### src/rtl/ild_pkg.sv
package ild_pkg;

  localparam logic [7:0] BYTE_OPSZ = 8'h66;

  typedef enum logic [2:0] {
    ST_OPC,
    ST_ESC,
    ST_XRM,
    ST_SIB,
    ST_TAIL
  } seq_st_e;

  // size class of the bytes that follow the opcode (besides specifier/sib)
  typedef enum logic [2:0] {
    TK_NONE,
    TK_B1,
    TK_B2,
    TK_B3,
    TK_B4,
    TK_WORD
  } tail_kind_e;

  typedef struct packed {
    logic       bad;
    logic       is_pfx;
    logic       is_esc;
    logic       has_xrm;
    logic       grp_test;
    tail_kind_e tail;
  } op_info_t;

  function automatic logic [2:0] tail_bytes(input tail_kind_e k, input logic opsz16);
    case (k)
      TK_B1:   tail_bytes = 3'd1;
      TK_B2:   tail_bytes = 3'd2;
      TK_B3:   tail_bytes = 3'd3;
      TK_B4:   tail_bytes = 3'd4;
      TK_WORD: tail_bytes = opsz16 ? 3'd2 : 3'd4;
      default: tail_bytes = 3'd0;
    endcase
  endfunction

endpackage

### src/rtl/ild_opclass.sv
module ild_opclass
  import ild_pkg::*;
(
  input  logic [7:0] opc,
  input  logic       esc,
  output op_info_t   info
);

  always_comb begin
    info      = '0;
    info.tail = TK_NONE;
    if (esc) begin
      casez (opc)
        8'h8?:                          info.tail = TK_B4;
        8'h9?:                          info.has_xrm = 1'b1;
        8'hAF, 8'hB6, 8'hB7, 8'hBE,
        8'hBF:                          info.has_xrm = 1'b1;
        8'b1100_1???:                   ;
        default:                        info.bad = 1'b1;
      endcase
    end else if (opc < 8'h40) begin
      if (opc == 8'h0F) begin
        info.is_esc = 1'b1;
      end else begin
        case (opc[2:0])
          3'd0, 3'd1, 3'd2, 3'd3: info.has_xrm = 1'b1;
          3'd4:                   info.tail = TK_B1;
          3'd5:                   info.tail = TK_WORD;
          3'd7:                   info.bad = ~opc[5];
          default:                info.bad = 1'b1;
        endcase
      end
    end else begin
      casez (opc)
        8'b010?_????:                   ;
        8'h60, 8'h61:                   ;
        8'h66, 8'h67:                   info.is_pfx = 1'b1;
        8'h68:                          info.tail = TK_WORD;
        8'h69: begin info.has_xrm = 1'b1; info.tail = TK_WORD; end
        8'h6A:                          info.tail = TK_B1;
        8'h6B: begin info.has_xrm = 1'b1; info.tail = TK_B1; end
        8'b0110_11??:                   ;
        8'h7?:                          info.tail = TK_B1;
        8'h80, 8'h83: begin info.has_xrm = 1'b1; info.tail = TK_B1; end
        8'h81: begin info.has_xrm = 1'b1; info.tail = TK_WORD; end
        8'b1000_01??, 8'b1000_1???:     info.has_xrm = 1'b1;
        8'b1001_0???:                   ;
        8'h98, 8'h99, 8'h9B,
        8'b1001_11??:                   ;
        8'b1010_00??:                   info.tail = TK_B4;
        8'b1010_01??:                   ;
        8'hA8:                          info.tail = TK_B1;
        8'hA9:                          info.tail = TK_WORD;
        8'hAA, 8'hAB,
        8'b1010_11??:                   ;
        8'b1011_0???:                   info.tail = TK_B1;
        8'b1011_1???:                   info.tail = TK_WORD;
        8'hC0, 8'hC1, 8'hC6: begin info.has_xrm = 1'b1; info.tail = TK_B1; end
        8'hC7: begin info.has_xrm = 1'b1; info.tail = TK_WORD; end
        8'hC2, 8'hCA:                   info.tail = TK_B2;
        8'hC8:                          info.tail = TK_B3;
        8'hCD:                          info.tail = TK_B1;
        8'hC3, 8'hC9, 8'hCB, 8'hCC,
        8'hCE, 8'hCF:                   ;
        8'b1101_00??:                   info.has_xrm = 1'b1;
        8'hD4, 8'hD5:                   info.tail = TK_B1;
        8'hD7:                          ;
        8'b1110_0???, 8'hEB:            info.tail = TK_B1;
        8'hE8, 8'hE9:                   info.tail = TK_WORD;
        8'b1110_11??:                   ;
        8'hF0, 8'hF2, 8'hF3:            info.is_pfx = 1'b1;
        8'hF4, 8'hF5:                   ;
        8'hF6: begin info.has_xrm = 1'b1; info.grp_test = 1'b1; info.tail = TK_B1; end
        8'hF7: begin info.has_xrm = 1'b1; info.grp_test = 1'b1; info.tail = TK_WORD; end
        8'b1111_10??, 8'hFC, 8'hFD:     ;
        8'hFE, 8'hFF:                   info.has_xrm = 1'b1;
        default:                        info.bad = 1'b1;
      endcase
    end
  end

endmodule

### src/rtl/ild_addrmode.sv
module ild_addrmode (
  input  logic       sib_phase,
  input  logic [1:0] mode,
  input  logic [2:0] rm_or_base,
  output logic       need_sib,
  output logic [2:0] disp_bytes
);

  always_comb begin
    need_sib = !sib_phase && (mode != 2'd3) && (rm_or_base == 3'd4);
    case (mode)
      2'd0:    disp_bytes = (rm_or_base == 3'd5) ? 3'd4 : 3'd0;
      2'd1:    disp_bytes = 3'd1;
      2'd2:    disp_bytes = 3'd4;
      default: disp_bytes = 3'd0;
    endcase
  end

endmodule

### src/rtl/ild_seq.sv
module ild_seq
  import ild_pkg::*;
#(
  parameter int LEN_W = 5
) (
  input  logic             clk,
  input  logic             rst,
  input  logic             take,
  input  logic [7:0]       byte_in,
  input  op_info_t         info,
  input  logic             need_sib,
  input  logic [2:0]       disp_bytes,
  output seq_st_e          st,
  output logic [1:0]       mode_saved,
  output logic             ready,
  output logic             end_pulse,
  output logic [LEN_W-1:0] end_len,
  output logic             end_unknown
);

  localparam int REM_W = 4;

  seq_st_e          st_q, st_d;
  logic [LEN_W-1:0] len_q, len_inc;
  logic [REM_W-1:0] rem_q, rem_d, tail_sum;
  logic [2:0]       imm_q, imm_d, imm_now;
  logic             test_q, test_d, opsz_q, opsz_d;
  logic [1:0]       mode_q, mode_d;
  logic             done, unk;
  logic             ready_q, pulse_q, unk_q;
  logic [LEN_W-1:0] elen_q;

  assign len_inc = (len_q == {LEN_W{1'b1}}) ? len_q : len_q + 1'b1;
  assign imm_now = tail_bytes(info.tail, opsz_q);

  always_comb begin
    st_d     = st_q;
    rem_d    = rem_q;
    imm_d    = imm_q;
    test_d   = test_q;
    mode_d   = mode_q;
    opsz_d   = opsz_q;
    done     = 1'b0;
    unk      = 1'b0;
    tail_sum = '0;
    case (st_q)
      ST_OPC, ST_ESC: begin
        if (info.is_pfx) begin
          if (byte_in == BYTE_OPSZ) opsz_d = 1'b1;
        end else if (info.is_esc) begin
          st_d = ST_ESC;
        end else if (info.bad) begin
          done = 1'b1;
          unk  = 1'b1;
        end else if (info.has_xrm) begin
          st_d   = ST_XRM;
          imm_d  = imm_now;
          test_d = info.grp_test;
        end else if (imm_now == 3'd0) begin
          done = 1'b1;
        end else begin
          st_d  = ST_TAIL;
          rem_d = {1'b0, imm_now};
        end
      end
      ST_XRM: begin
        imm_d  = (test_q && byte_in[5:3] != 3'd0) ? 3'd0 : imm_q;
        mode_d = byte_in[7:6];
        if (need_sib) begin
          st_d = ST_SIB;
        end else begin
          tail_sum = {1'b0, disp_bytes} + {1'b0, imm_d};
          if (tail_sum == '0) done = 1'b1;
          else begin
            st_d  = ST_TAIL;
            rem_d = tail_sum;
          end
        end
      end
      ST_SIB: begin
        tail_sum = {1'b0, disp_bytes} + {1'b0, imm_q};
        if (tail_sum == '0) done = 1'b1;
        else begin
          st_d  = ST_TAIL;
          rem_d = tail_sum;
        end
      end
      ST_TAIL: begin
        if (rem_q == 4'd1) done = 1'b1;
        else rem_d = rem_q - 1'b1;
      end
      default: st_d = ST_OPC;
    endcase
  end

  always_ff @(posedge clk) begin
    if (rst) begin
      st_q    <= ST_OPC;
      len_q   <= '0;
      rem_q   <= '0;
      imm_q   <= '0;
      test_q  <= 1'b0;
      opsz_q  <= 1'b0;
      mode_q  <= '0;
      ready_q <= 1'b0;
      pulse_q <= 1'b0;
      unk_q   <= 1'b0;
      elen_q  <= '0;
    end else begin
      ready_q <= 1'b1;
      pulse_q <= take && done;
      unk_q   <= take && done && unk;
      if (take) begin
        if (done) begin
          st_q   <= ST_OPC;
          len_q  <= '0;
          opsz_q <= 1'b0;
          test_q <= 1'b0;
          elen_q <= len_inc;
        end else begin
          st_q   <= st_d;
          len_q  <= len_inc;
          opsz_q <= opsz_d;
          test_q <= test_d;
        end
        rem_q  <= rem_d;
        imm_q  <= imm_d;
        mode_q <= mode_d;
      end
    end
  end

  assign st          = st_q;
  assign mode_saved  = mode_q;
  assign ready       = ready_q;
  assign end_pulse   = pulse_q;
  assign end_len     = elen_q;
  assign end_unknown = unk_q;

endmodule

### src/rtl/insn_len_decoder.sv
module insn_len_decoder
  import ild_pkg::*;
#(
  parameter int LEN_W = 5
) (
  input  logic             clk,
  input  logic             rst,
  input  logic             in_valid,
  input  logic [7:0]       in_byte,
  output logic             in_ready,
  output logic             end_pulse,
  output logic [LEN_W-1:0] end_len,
  output logic             end_unknown
);

  seq_st_e    st;
  op_info_t   info;
  logic [1:0] mode_saved, am_mode;
  logic       need_sib, take;
  logic [2:0] disp_bytes;

  assign take    = in_valid && in_ready;
  assign am_mode = (st == ST_SIB) ? mode_saved : in_byte[7:6];

  ild_opclass u_opclass (
    .opc  (in_byte),
    .esc  (st == ST_ESC),
    .info (info)
  );

  ild_addrmode u_addrmode (
    .sib_phase  (st == ST_SIB),
    .mode       (am_mode),
    .rm_or_base (in_byte[2:0]),
    .need_sib   (need_sib),
    .disp_bytes (disp_bytes)
  );

  ild_seq #(.LEN_W(LEN_W)) u_seq (
    .clk         (clk),
    .rst         (rst),
    .take        (take),
    .byte_in     (in_byte),
    .info        (info),
    .need_sib    (need_sib),
    .disp_bytes  (disp_bytes),
    .st          (st),
    .mode_saved  (mode_saved),
    .ready       (in_ready),
    .end_pulse   (end_pulse),
    .end_len     (end_len),
    .end_unknown (end_unknown)
  );

endmodule

### config.mk
export PLATFORM = sky130hd
export DESIGN_NAME = insn_len_decoder
export DESIGN_NICKNAME = d
export VERILOG_FILES = /design/src/rtl/ild_pkg.sv /design/src/rtl/ild_opclass.sv /design/src/rtl/ild_addrmode.sv /design/src/rtl/ild_seq.sv /design/src/rtl/insn_len_decoder.sv
export SDC_FILE = /design/constraint.sdc
export NUM_CORES = 1
export LEC_CHECK = 0
export BUFFER_PORTS_ARGS = -buffer_cell sky130_fd_sc_hd__buf_2
export CORE_UTILIZATION = 55
export DETAILED_ROUTE_END_ITERATION = 10
export PLACE_DENSITY = 0.74
export SYNTH_ARGS = -nofsm -noshare
export SYNTH_HDL_FRONTEND = slang
export SYNTH_SLANG_ARGS = --single-unit
### constraint.sdc
create_clock -name clk -period 11.9 [get_ports clk]
set_clock_uncertainty 0.05 [all_clocks]
set_input_delay 2.38 -clock clk [delete_from_list [all_inputs] [get_ports clk]]
set_output_delay 2.38 -clock clk [all_outputs]
set_load 0.005 [all_outputs]
==> results by group <==
Worst setup path
  – Flop-to-flop setup slack: ~8.1 ns
  – Crit Reg-Reg Endpoint: u_seq.end_unknown
  – CP cell instances: buf_2 -> nor2b_1 -> a21oi_1 -> or3_1 -> o31ai_1 -> ha_1 -> a31oi_1 -> nand4_1 -> o31ai_1 -> or2_2 -> a21oi_2 -> nor4_4 -> and2_1 -> and4_1
  – Worst Setup SP: in_byte[0]
  – Buf/Inv on CP: 1
  – Worst EP required: approximately 12 ns
  – Largest fanout on the critical path: 20
  – Critical path's largest stage delay: roughly 0.66 ns
  – Crit Reg-Reg Startpoint: u_seq.st[0]
  – Slowest CP cell: nor4_4
  – Worst path top cell family by delay: simple AND/OR/NAND/NOR gates
  – Kind of critical path: in -> reg
  – CP arrival: 5.93 ns
  – Worst Setup End Kind: flip-flop
  – CP most frequent cell: o31ai_1
  – CP Depth: 14
  – Cells on worst reg2reg path: 12
  – CP endpoint: u_seq.end_unknown
  – Startpoint types: input port

Power
  – Leak: roughly 0.00095 uW
  – Combinational Power Share: roughly a third
  – Switch share: 37.2%
  – Sequential share of power: a little over two fifths
  – Pwr Density: 88.7 nW/um2
  – Final Power: about 240 uW
  – Clock network power share: a little under a quarter
  – Switch Pwr: 89.9 uW
  – Peak supply drop: between 60 and 70 uV
  – Power Internal: roughly 150 uW

Clock network
  – Resize count post-CTS: 0
  – Total CTS buffers: 3
  – Clock Tree Root: clkbuf_8
  – Setup bufs post-CTS: 0
  – H-tree levels: 1
  – CTS tree: yes
  – Clock transition at path regs: roughly 0.1 ns
  – CTS Buffer Depth: 2
  – Worst-skew pair later-pin latency: 0.28 ns
  – Hold_buf cts: 0
  – Clock net sink count: 27

Finish
  – Final Non-Filler Cells: between 400 and 500
  – Layout cells sized above 1: 11.5%
  – Area grow syn2layout: 3.17%
  – # nets final: 376
  – Antenna Cells: 0
  – Most common cell after layout, fill and taps aside: nand2_1
  – Fill count: approximately 420
  – Most frequent cells in the layout: nand2_1, nor2_1, a21oi_1

Synthesis
  – Post-Syn Instances: roughly 360
  – Mapped Nets: ~380
  – Post-Syn Area: approximately 2600 um2
  – Ys Warns: 0
  – Synth cell types: 67
  – Syn avg cell area: between 7 and 8 um2
  – Flops & latches, synth: 27
  – Post-synth EDFFs: 0
  – Yosys top cell by area: dfxtp_1
  – Area contributors post-synth: dfxtp_1, a21oi_1, nand2_1, nor2_1, ha_1
  – Dominant synthesized flop cell: dfxtp_1
  – Post-synth ARST share: 0%
  – Post-synthesis sequential area ratio: 20.5%
  – Top cell type's share of synthesized area: approximately a fifth

Die
  – Core area: between 4000 and 5000 um2
  – Height of the die: between 70 and 80 um
  – I/O Pins: 19
  – Die Wd: about 71 um
  – Die area: approximately 5100 um2
  – Starting Density: 59.1%
  – Cell row count: 24

Global route
  – Pin count of the biggest net entering global routing: 30
  – Vias in the first global route: 2433
  – Antenna violations before repair: 0
  – Gr ovfl total: 0
  – GRT Total Usage: 27.9%
  – First-pass GRT wire length: 11.6 mm

Timing
  – Final Slew Violations: 0
  – Period utilization: approximately half
  – Max Freq: between 150 and 200 MHz
  – Final Hold Violating Endpoints: 0
  – Worst-Margin Slew: 0.701 ns
  – Total negative slack: 0 ns
  – Relative slew margins: between 50% and 60%
  – Final min period: 5.75 ns
  – Final setup vio count: 0
  – RSZ-0062 raised after global routing: no

Placed design
  – Dpl hpwl: just under 5 mm
  – Buffers on Ports: 18
  – RD Place Congestion: 0.968
  – Dpl cells: approximately 400

Drt
  – Starting DRT DRC Count: roughly 270
  – Detailed Route WL: roughly 6.9 mm
  – Routed len/inst: ~17 um
  – Antenna viol nets, final: 0
  – TritonRoute pass-1 iters: 5
  – Vias/cell: about 6.6
  – Vias: around 2.7k
  – Drt drc: 0

Flow run
  – Max_cap viols: 0

Worst hold path
  – HP Class: reg -> reg
  – Hold path depth: 2

Status
  – Run status: finished, final reports clean
==> per-layer routing <==
layer	track usage, %	share of wire, %	vias to the layer above	routed length, um
met5	0	0	-	0
met4	4.89	0.84	0	58
met3	5.20	9.0	8	622
met2	42.5	44	121	3010
met1	41.3	46	1239	3190
li1	-	-	1336	-
==> metrics by stage <==
| step | worst slack, ns | hold WS [ns] | utilization (%) | instance area (um2) |
|---|---|---|---|---|
| detailed placement | 5.92 | 0.425 | 59.8 | 2680 |
| global route | 5.86 | 0.460 | 60.9 | 2730 |
| floorplan | 6.33 | 0.394 | - | 2640 |
| global placement | 5.99 | 0.416 | 59.8 | 2680 |
| finish | 6.15 | 0.438 | 60.9 | 2730 |
| CTS | 6.19 | 0.439 | 60.9 | 2730 |
==> flip-flops by register name, summed over array words and instances (netlist names), 2 cells and up <==
signal,cells
u_seq.st,3
u_seq.rem_q,4
u_seq.mode_saved,2
u_seq.len_q,5
u_seq.end_len,5
u_seq.imm_q,3
==> power groups by stage <==
stage                     logic [uW]  registers, uW  clock network (uW)
after floorplan                 69.0            101                   0
after global placement          82.3            103                   0
after detailed placement        83.2            103                   0
after CTS                       83.5            101                55.5
after global routing            93.6            102                59.2
final                           85.1            101                55.4
==> cell usage after synthesis (all sizes together), types with 7 or more instances <==
| master | n |
|---|---|
| clkbuf | 11 |
| nor2 | 31 |
| xnor2 | 7 |
| nand3 | 13 |
| buf | 16 |
| and2 | 9 |
| o31ai | 7 |
| nor2b | 8 |
| o21ai | 16 |
| nand2 | 36 |
| nand2b | 8 |
| ha | 9 |
| a21oi | 31 |
| nor3 | 12 |
| dfxtp | 27 |
| inv | 9 |
| nand4 | 10 |
| a211oi | 12 |
==> area by class of cell <==
class                      count  area (um2)  share of cell area [%]
clock buffer                   3        41.3                    1.51
clock inverter                 1        7.51                   0.275
inverter                       9        33.8                    1.24
multi-input combinational    296        1940                    71.2
sequential                    27         541                    19.8
tap                           52        65.1                    2.39
timing repair buffer          19        97.6                    3.58
==> logic make-up after synthesis <==
family / synth area share [%]
multiplexers: 0.758
AO/OA/AOI/OAI: 29.3
AND/OR/NAND/NOR: 35.8
adder cells (fa/ha/maj): 4.26
flip-flops: 20.5
buffers and inverters: 6.11
XOR/XNOR: 3.31
==> tightest hold or removal path: cells and delay by family, from the launching register on <==
kind             cells  cell delay (ns)
flip-flops           1             0.34
AND/OR/NAND/NOR      1             0.06
AO/OA/AOI/OAI        1             0.05
==> how the worst min path moves through the flow <==
stage                         from                  end
2_1_floorplan  u_seq.mode_saved[1]  u_seq.mode_saved[1]
3_3_place_gp   u_seq.mode_saved[1]  u_seq.mode_saved[1]
3_5_place_dp        u_seq.len_q[3]       u_seq.len_q[3]
4_1_cts             u_seq.len_q[3]       u_seq.len_q[3]
5_1_grt             u_seq.len_q[3]       u_seq.len_q[3]
6_report            u_seq.len_q[3]       u_seq.len_q[3]
No activity file was read; power rests on OpenSTA's default activity.
